File: config.mk
export PLATFORM = sky130hd
export DESIGN_NAME = adc_regfront
export DESIGN_NICKNAME = d
export VERILOG_FILES = /design/src/rtl/adc_regfront_pkg.sv /design/src/rtl/adc_regfront_conv.sv /design/src/rtl/adc_regfront_cal.sv /design/src/rtl/adc_regfront.sv
export SDC_FILE = /design/constraint.sdc
export NUM_CORES = 1
export LEC_CHECK = 0
export ABC_CLOCK_PERIOD_IN_PS = 1600
export BUFFER_PORTS_ARGS = -buffer_cell sky130_fd_sc_hd__buf_2
export CAP_MARGIN = 5
export CORE_MARGIN = 2
export CORE_UTILIZATION = 46
export CTS_CLUSTER_SIZE = 10
export DETAILED_ROUTE_END_ITERATION = 10
export PLACE_DENSITY_LB_ADDON = 0.08
export SETUP_SLACK_MARGIN = 0.15
export SLEW_MARGIN = 40
export SYNTH_ARGS = -nofsm -noshare
export SYNTH_HDL_FRONTEND = slang
export SYNTH_SLANG_ARGS = --single-unit
File: constraint.sdc
create_clock -name clk -period 1.6 [get_ports clk]
set_input_delay 0.16 -clock clk [delete_from_list [all_inputs] [get_ports clk]]
set_output_delay 0.16 -clock clk [all_outputs]
set_load 0.02 [all_outputs]
File: src/rtl/adc_regfront_pkg.sv
package adc_regfront_pkg;

  localparam int unsigned CH_W   = 5;
  localparam int unsigned RES_W  = 12;
  localparam int unsigned WORD_W = 32;

  localparam logic [CH_W-1:0] CH_STOP = '1;

  localparam logic [7:0] OFF_CHCTL = 8'h00;
  localparam logic [7:0] OFF_STAT  = 8'h08;
  localparam logic [7:0] OFF_RES   = 8'h0C;
  localparam logic [7:0] OFF_CFG   = 8'h14;
  localparam logic [7:0] OFF_GCTL  = 8'h18;
  localparam logic [7:0] OFF_GSTAT = 8'h1C;
  localparam logic [7:0] OFF_PIN   = 8'h30;

  typedef enum logic [1:0] {
    RES_8  = 2'b00,
    RES_10 = 2'b01,
    RES_12 = 2'b10
  } res_mode_e;

  function automatic logic [RES_W-1:0] res_mask(input logic [1:0] mode);
    case (mode)
      RES_8:   res_mask = RES_W'(12'h0FF);
      RES_10:  res_mask = RES_W'(12'h3FF);
      default: res_mask = '1;
    endcase
  endfunction

endpackage

File: src/rtl/adc_regfront_conv.sv
module adc_regfront_conv
  import adc_regfront_pkg::*;
(
  input  logic             clk,
  input  logic             rst_n,
  input  logic             ch_we,
  input  logic [CH_W-1:0]  ch_code,
  input  logic             ch_ie,
  input  logic             rd_res,
  input  logic             cal_set,
  input  logic             ovw_en,
  input  logic             core_done,
  input  logic [RES_W-1:0] core_result,
  output logic             core_start,
  output logic [CH_W-1:0]  chan_q,
  output logic             ie_q,
  output logic             flag_q,
  output logic [RES_W-1:0] result_q
);

  logic             busy_q, busy_n;
  logic             start_n;
  logic [CH_W-1:0]  chan_n;
  logic             ie_n, flag_n;
  logic [RES_W-1:0] result_n;
  logic             conv_end;

  assign conv_end = core_done && busy_q;

  always_comb begin
    start_n  = 1'b0;
    busy_n   = busy_q;
    chan_n   = chan_q;
    ie_n     = ie_q;
    flag_n   = flag_q;
    result_n = result_q;
    if (conv_end) begin
      busy_n = 1'b0;
      if (!flag_q || ovw_en || rd_res) result_n = core_result;
    end
    if (ch_we) begin
      chan_n = ch_code;
      ie_n   = ch_ie;
      if (ch_code != CH_STOP) begin
        start_n = 1'b1;
        busy_n  = 1'b1;
      end else begin
        busy_n  = 1'b0;
      end
    end
    if (rd_res) flag_n = 1'b0;
    if (conv_end || cal_set) flag_n = 1'b1;
  end

  always_ff @(posedge clk or negedge rst_n) begin
    if (!rst_n) begin
      core_start <= 1'b0;
      busy_q     <= 1'b0;
      chan_q     <= CH_STOP;
      ie_q       <= 1'b0;
      flag_q     <= 1'b0;
      result_q   <= '0;
    end else begin
      core_start <= start_n;
      busy_q     <= busy_n;
      chan_q     <= chan_n;
      ie_q       <= ie_n;
      flag_q     <= flag_n;
      result_q   <= result_n;
    end
  end

  assert_start_from_write_R2: assert property (@(posedge clk) disable iff (!rst_n)
    core_start |-> $past(ch_we && ch_code != CH_STOP));

  assert_flag_source_R4: assert property (@(posedge clk) disable iff (!rst_n)
    $rose(flag_q) |-> $past(conv_end || cal_set));

  assert_read_clears_R5: assert property (@(posedge clk) disable iff (!rst_n)
    (rd_res && !conv_end && !cal_set) |=> !flag_q);

  assert_keep_old_R7: assert property (@(posedge clk) disable iff (!rst_n)
    (conv_end && flag_q && !ovw_en && !rd_res && !ch_we) |=> $stable(result_q));

  assert_stop_ignores_R3: assert property (@(posedge clk) disable iff (!rst_n)
    (core_done && !busy_q && !cal_set && !rd_res) |=> $stable(result_q) && $stable(flag_q));

endmodule

File: src/rtl/adc_regfront_cal.sv
module adc_regfront_cal (
  input  logic clk,
  input  logic rst_n,
  input  logic gc_we,
  input  logic gc_cal,
  input  logic core_cal_done,
  input  logic core_cal_fail,
  output logic core_cal_start,
  output logic cal_run_q,
  output logic cal_fail_q,
  output logic cal_set
);

  logic run_n, fail_n, start_n;

  assign cal_set = core_cal_done && cal_run_q;

  always_comb begin
    run_n   = cal_run_q;
    fail_n  = cal_fail_q;
    start_n = 1'b0;
    if (gc_we && gc_cal && !cal_run_q) begin
      run_n   = 1'b1;
      fail_n  = 1'b0;
      start_n = 1'b1;
    end
    if (cal_set) begin
      run_n  = 1'b0;
      fail_n = core_cal_fail;
    end
  end

  always_ff @(posedge clk or negedge rst_n) begin
    if (!rst_n) begin
      cal_run_q      <= 1'b0;
      cal_fail_q     <= 1'b0;
      core_cal_start <= 1'b0;
    end else begin
      cal_run_q      <= run_n;
      cal_fail_q     <= fail_n;
      core_cal_start <= start_n;
    end
  end

  assert_cal_pulse_R9: assert property (@(posedge clk) disable iff (!rst_n)
    core_cal_start |-> cal_run_q && !$past(cal_run_q));

  assert_cal_end_R10: assert property (@(posedge clk) disable iff (!rst_n)
    (cal_run_q && core_cal_done) |=> !cal_run_q && (cal_fail_q == $past(core_cal_fail)));

endmodule

File: src/rtl/adc_regfront.sv
module adc_regfront
  import adc_regfront_pkg::*;
#(
  parameter int unsigned ADDR_W = 8,
  parameter int unsigned PIN_W  = 32
) (
  input  logic              clk,
  input  logic              rst_n,
  input  logic              bus_sel,
  input  logic              bus_wr,
  input  logic [ADDR_W-1:0] bus_addr,
  input  logic [31:0]       bus_wdata,
  output logic [31:0]       bus_rdata,
  output logic              irq,
  output logic              core_start,
  output logic [4:0]        core_chan,
  input  logic              core_done,
  input  logic [11:0]       core_result,
  output logic              core_cal_start,
  input  logic              core_cal_done,
  input  logic              core_cal_fail
);

  localparam int unsigned CFG_OVW_BIT = 16;
  localparam int unsigned GC_CAL_BIT  = 7;
  localparam int unsigned CH_IE_BIT   = 7;

  logic acc_rd, acc_wr;
  logic hit_ch, hit_stat, hit_res, hit_cfg, hit_gc, hit_gs, hit_pin;

  assign acc_rd   = bus_sel && !bus_wr;
  assign acc_wr   = bus_sel && bus_wr;
  assign hit_ch   = bus_addr == ADDR_W'(OFF_CHCTL);
  assign hit_stat = bus_addr == ADDR_W'(OFF_STAT);
  assign hit_res  = bus_addr == ADDR_W'(OFF_RES);
  assign hit_cfg  = bus_addr == ADDR_W'(OFF_CFG);
  assign hit_gc   = bus_addr == ADDR_W'(OFF_GCTL);
  assign hit_gs   = bus_addr == ADDR_W'(OFF_GSTAT);
  assign hit_pin  = bus_addr == ADDR_W'(OFF_PIN);

  logic [1:0]       mode_q, mode_n;
  logic             ovw_q, ovw_n;
  logic [PIN_W-1:0] pin_q, pin_n;

  always_comb begin
    mode_n = mode_q;
    ovw_n  = ovw_q;
    pin_n  = pin_q;
    if (acc_wr && hit_cfg) begin
      mode_n = bus_wdata[3:2];
      ovw_n  = bus_wdata[CFG_OVW_BIT];
    end
    if (acc_wr && hit_pin) pin_n = bus_wdata[PIN_W-1:0];
  end

  always_ff @(posedge clk or negedge rst_n) begin
    if (!rst_n) begin
      mode_q <= 2'b00;
      ovw_q  <= 1'b0;
      pin_q  <= '0;
    end else begin
      mode_q <= mode_n;
      ovw_q  <= ovw_n;
      pin_q  <= pin_n;
    end
  end

  logic             cal_run, cal_fail, cal_set;
  logic [CH_W-1:0]  chan_q;
  logic             ie_q, flag_q;
  logic [RES_W-1:0] result_q;

  adc_regfront_cal u_cal (
    .clk            (clk),
    .rst_n          (rst_n),
    .gc_we          (acc_wr && hit_gc),
    .gc_cal         (bus_wdata[GC_CAL_BIT]),
    .core_cal_done  (core_cal_done),
    .core_cal_fail  (core_cal_fail),
    .core_cal_start (core_cal_start),
    .cal_run_q      (cal_run),
    .cal_fail_q     (cal_fail),
    .cal_set        (cal_set)
  );

  adc_regfront_conv u_conv (
    .clk         (clk),
    .rst_n       (rst_n),
    .ch_we       (acc_wr && hit_ch),
    .ch_code     (bus_wdata[CH_W-1:0]),
    .ch_ie       (bus_wdata[CH_IE_BIT]),
    .rd_res      (acc_rd && hit_res),
    .cal_set     (cal_set),
    .ovw_en      (ovw_q),
    .core_done   (core_done),
    .core_result (core_result),
    .core_start  (core_start),
    .chan_q      (chan_q),
    .ie_q        (ie_q),
    .flag_q      (flag_q),
    .result_q    (result_q)
  );

  assign core_chan = chan_q;
  assign irq       = flag_q && ie_q;

  always_comb begin
    bus_rdata = '0;
    if (acc_rd) begin
      if (hit_ch) begin
        bus_rdata[CH_W-1:0]  = chan_q;
        bus_rdata[CH_IE_BIT] = ie_q;
      end
      if (hit_stat) bus_rdata[0] = flag_q;
      if (hit_res)  bus_rdata[RES_W-1:0] = result_q & res_mask(mode_q);
      if (hit_cfg) begin
        bus_rdata[3:2]         = mode_q;
        bus_rdata[CFG_OVW_BIT] = ovw_q;
      end
      if (hit_gc)  bus_rdata[GC_CAL_BIT] = cal_run;
      if (hit_gs)  bus_rdata[1] = cal_fail;
      if (hit_pin) bus_rdata[PIN_W-1:0] = pin_q;
    end
  end

  assert_irq_needs_enable_R4: assert property (@(posedge clk) disable iff (!rst_n)
    $rose(irq) |-> ie_q && flag_q);

  assert_unmapped_zero_R11: assert property (@(posedge clk) disable iff (!rst_n)
    (acc_rd && !(hit_ch || hit_stat || hit_res || hit_cfg || hit_gc || hit_gs || hit_pin))
      |-> bus_rdata == 32'd0);

endmodule

After elaboration in Yosys (flattened, before gate mapping)
Index checks and enable logic that the tools add are counted.
{"block": "totals", "inputBits": 59, "elab_cells": 69, "output_inout_bits": 40, "regBits": 59}
{"block": "op_classes", "n_eq_ne": 8, "n_mux": 24, "bitwise_logic": 1, "n_reduce_logical": 24}
{"op": "2-to-1 mux 32 bit", "n": 2}
{"op": "2-to-1 mux 12 bit", "n": 3}
{"op": "equality test 8 x 5 -> 1 bit, second input constant", "n": 3}
{"op": "one-hot mux 12 bit (2 select lines)", "n": 1}
{"op": "equality test 8 x 4 -> 1 bit, second input constant", "n": 2}
{"op": "2-to-1 mux 1 bit", "n": 16}
{"op": "AND 12 bit", "n": 1}
{"op": "logical AND 1 bit", "n": 12}
{"op": "equality test 8 x 6 -> 1 bit, second input constant", "n": 1}
{"op": "logical NOT 8 bit", "n": 1}
{"op": "nonzero test 2 bit", "n": 3}
{"op": "2-to-1 mux 5 bit", "n": 1}
{"op": "!= test 5 bit, second input constant", "n": 1}
{"op": "logical NOT 1 bit", "n": 3}
{"op": "logical OR 1 bit", "n": 3}
{"op": "equality test 2 x 1 -> 1 bit, second input constant", "n": 1}
{"op": "logical NOT 2 bit", "n": 1}
{"op": "2-to-1 mux 2 bit", "n": 1}
{"op": "AND reduction 2 bit", "n": 1}

Depth between registers and ports, before layout
{"block": "depth", "ltp_word": 9, "depth_mapped": 8, "ltp_nobuf": 4}

Modules after synthesis
A second synthesis with hierarchy kept.
{"block": "unflattened", "hier_cells": 226, "area_unflattened_um2": 3044.2}
{"mod": "adc_regfront", "area_per_inst_um2": 2049.5, "cells_per_inst": 164, "instances": 1, "seq_area_each_um2": 875.8}
{"mod": "adc_regfront_conv", "area_per_inst_um2": 868.3, "cells_per_inst": 52, "instances": 1, "seq_area_each_um2": 531.8}
{"mod": "adc_regfront_cal", "area_per_inst_um2": 126.4, "cells_per_inst": 10, "instances": 1, "seq_area_each_um2": 75.1}

Worst setup path before layout
Ideal clock, no wire load.
{"block": "synth_timing", "path_kind": "input -> register", "from": "input port bus_addr[2]", "to": "register pin_q[10]", "path_buffers": 4, "arrival_time_ns": 1.728, "path_stages": 8, "path_slack_ns": -0.253, "cell_sequence": "buf_6 -> nor4_4 -> and2_1 -> buf_4 -> and3_1 -> buf_6 -> buf_12 -> mux2_4"}
{"block": "synth_via", "elab_chain_cells": 2}
{"item": "start, declared", "line": "adc_regfront.sv:11", "text": "input logic [ADDR_W-1:0] bus_addr,"}
{"item": "equality test 8 x 6 -> 1 bit", "line": "adc_regfront.sv:39", "text": "assign hit_pin = bus_addr == ADDR_W'(OFF_PIN);"}
{"item": "logical AND 1 bit", "line": "adc_regfront.sv:53", "text": "if (acc_wr && hit_pin) pin_n = bus_wdata[PIN_W-1:0];"}
{"item": "end signal, assigned", "line": "adc_regfront.sv:64", "text": "pin_q <= pin_n;"}
{"item": "end, declared", "line": "adc_regfront.sv:43", "text": "logic [PIN_W-1:0] pin_q, pin_n;"}
Every way passes these cells.
A chain may end at the register's enable or synchronous reset.

Worst setup path after layout
{"block": "layout_timing", "from": "input port bus_addr[1]", "to": "output port bus_rdata[7]"}
{"block": "layout_via", "elab_chain_cells": 6, "elab_cells_between_ends": 9, "cone_classes": "eq/ne: 3; mux: 5; reduce/logical: 1"}
{"item": "logical NOT 8 bit", "line": "adc_regfront.sv:33", "text": "assign hit_ch = bus_addr == ADDR_W'(OFF_CHCTL);"}
{"item": "2-to-1 mux 1 bit", "line": "adc_regfront.sv:110", "text": "if (hit_ch) begin"}
{"item": "2-to-1 mux 12 bit", "line": "adc_regfront.sv:115", "text": "if (hit_res) bus_rdata[RES_W-1:0] = result_q & res_mask(mode_q);"}
{"item": "2-to-1 mux 1 bit", "line": "adc_regfront.sv:120", "text": "if (hit_gc) bus_rdata[GC_CAL_BIT] = cal_run;"}
{"item": "2-to-1 mux 32 bit *", "line": "adc_regfront.sv:122", "text": "if (hit_pin) bus_rdata[PIN_W-1:0] = pin_q;"}
{"item": "2-to-1 mux 32 bit *", "line": "adc_regfront.sv:109", "text": "if (acc_rd) begin"}
{"item": "end, declared", "line": "adc_regfront.sv:13", "text": "output logic [31:0] bus_rdata,"}
Every way passes the cells marked *; elsewhere a longest branch is shown, timed or not.

==> results_dict.tcl <==
set metrics [dict create \
    status "finished, violations left" \
    violations "negative setup slack" \
    postSynthCellCount 234 \
    avgRoutedWirePerCell_um 19.2 \
    cts_tree "built" \
    synth_top_area_share_pct 45.2 \
    fin_total_pwr_mw 3.31 \
    io_pins 99 \
    fin_skew_ps 7.09 \
    chipHeight_um 84.6 \
    syn_area_um2 2990 \
    final_util_pct 76.9 \
    syn_nets 293 \
    worst_pin_slew_ps 555 \
    post-route-cell-area_um2 4860 \
    cap_violations 0 \
    holdWs_ps 15.1 \
    setup_viol 9 \
    die_width_um 84.6 \
    start_util_pct 47.4 \
    drtIter0Drc 145 \
    rows 29 \
    cts_buffers 9 \
    reg2reg_to "u_conv.result_q[9]" \
    p_leak_nw 2.40 \
    io_buffers 98 \
    drc 0 \
    cts-root-buf "clkbuf_8" \
    antenna_found_initial 0 \
    area_growth_syn_to_layout_pct 62.4 \
    fillers 398 \
    viasPerCell 5.57 \
    final_common_cell "buf_2" \
    yosysSeqAreaShare_pct 49.6 \
    timing.slew.headroom_pct 63.0 \
    clock_latency_ps 340 \
    clk_path_buf_depth 2 \
    syn_area_per_cell_um2 12.8 \
    synth_cell_types 44 \
    reg2reg_slack_ps 100 \
    powerDensity_nw_per_um2 682 \
    dieArea_um2 7160 \
    crit_start "bus_addr[1]" \
    start_kind "primary input" \
    synth.ff_latch_count 59 \
    finalMaxSlewViolations 0 \
    drtAntennaViolNets 0 \
    nets 440 \
    end_kind "output pin" \
    async_reset_ff_share_pct 100 \
    hp-class "primary input to flop" \
    place_hpwl_um 5330 \
    finalCriticalPeriod_ps 1750 \
    antennaDiodeCount 0 \
    ff2ff_path_depth 6 \
    grt_max_degree 25 \
    critPathMaxFanout 3 \
    yosysTopAreaCell "dfrtp_1" \
    yosysWarnings 0 \
    synthFlopType "dfrtp_1" \
    vias 2573 \
    drive_above_1_share_pct 74.0 \
    pre_cts_ws_ps -167 \
    final_cells 462 \
    synth_edf_count 0 \
    placed_cells 424 \
    worst_slack_ps -149 \
    fin_tns_setup_ps -523 \
    first_pass_iters 4 \
    post-route-period-util_pct 109 \
    hold_violations 0 \
    overflow 0 \
    cts-htree-levels 3 \
    rsz0062_at_grt "true" \
    drt-total-wl_um 8880 \
    cp_data_arrival_time_ps 1590 \
    worstPathRequired_ps 1440 \
    netlist_top_cells_area "dfrtp_1 (45%), mux2_4 (15%), mux2_2 (8.7%)" \
    grt_pass1_vias 2619 \
    core_area_um2 6310 \
    most-common-layout-cells "buf_2 (59), dfrtp_1 (53), mux2_4 (48)" \
    placed_cell_area_um2 3840 \
    cts_sinks 59 \
    peakVddDrop_mv 0.451 \
    endpoint "bus_rdata[7]" \
    regArea_um2 1480 \
    grt_pass1_wl_um 13500 \
    fmax_ghz 0.572 \
    track_usage_pct 24.2 \
    clkTransAtPathRegs_ps 60 \
    multi_input_area_um2 1770 \
    gp_congestion 0.832 \
    worstSetupPathType "primary input to output pin" \
    r2r_start "u_conv.flag_q" \
]
## timing repair
item / CTS / global route
hold buffers: 1 / 0
hold endpoints to repair: 14 / 0
pin swaps: 31 / 36
buffers inserted: 15 / 3
gates cloned: 4 / 0
resized for setup: 105 / 59
setup endpoints to repair: 43 / 48
## synth_stat cells (3+ instances only)
cell,count
a21oi_1,6
a22oi_1,4
and2_1,4
and3_1,23
buf_12,3
clkbuf_1,6
dfrtp_1,54
dfstp_2,5
inv_1,4
mux2_2,23
mux2_4,30
nand2_1,11
nand3_1,4
nor2_1,9
o21ai_0,5
o22ai_1,3
## per-layer routing
metal	global-route usage [%]	part of all wire, %	up-vias
met4	11.3	3.6	0
li1	-	-	1158
met3	4.42	5.9	37
met1	32.8	41	1269
met2	37.9	49	109
met5	0	0	-
## how the worst min path moves through the flow
stage / startpoint / to / slack (ps) / cells past startpoint
2_1_floorplan: rst_n / mode_q[0] / -140 / 0
3_3_place_gp: rst_n / pin_q[14] / 170 / 1
3_5_place_dp: rst_n / pin_q[14] / 170 / 1
4_1_cts: core_cal_done / u_cal.cal_run_q / 7 / 2
5_1_grt: core_cal_done / u_cal.cal_run_q / 20 / 2
6_report: core_cal_done / u_cal.cal_run_q / 20 / 2
## cell type report
cell class              instances  share of cell area, %
clock buffers                  11                   3.12
clock inverters                 4                   1.03
inverters                       4                  0.361
multi-input cells             157                   36.5
flip-flops and latches         59                   30.6
well taps                      77                   1.98
repair buffers                150                   26.5
## critical path, cell delays in order
cell and delay, ps:
buf_6 100, or3b_4 400, or4_1 430, o22ai_1 170, o2111a_2 220, buf_6 110
## sequential cells by signal, summed over array words and instances (netlist names)
register and count:
u_cal.core_cal_start 1, u_conv.core_start 1, pin_q 32, u_conv.flag_q 1, u_conv.busy_q 1, u_conv.result_q 12
u_cal.cal_run_q 1, ovw_q 1, mode_q 2, u_conv.chan_q 5, u_cal.cal_fail_q 1, u_conv.ie_q 1
## report_power, final
group / switching (mW) / internal (mW)
sequential: 0.0308 / 1.53
combinational: 0.175 / 0.195
clock: 0.584 / 0.792
## kinds of logic (layout without fill, tap and decap cells)
group	count (synthesis)	in the layout	share of synthesized area, %
compound gates	34	34	7.87
flops	59	59	49.6
mux	54	54	24.1
buf+inv	18	169	4.60
simple gates	69	69	13.9
(Power assumes the default switching activity.)
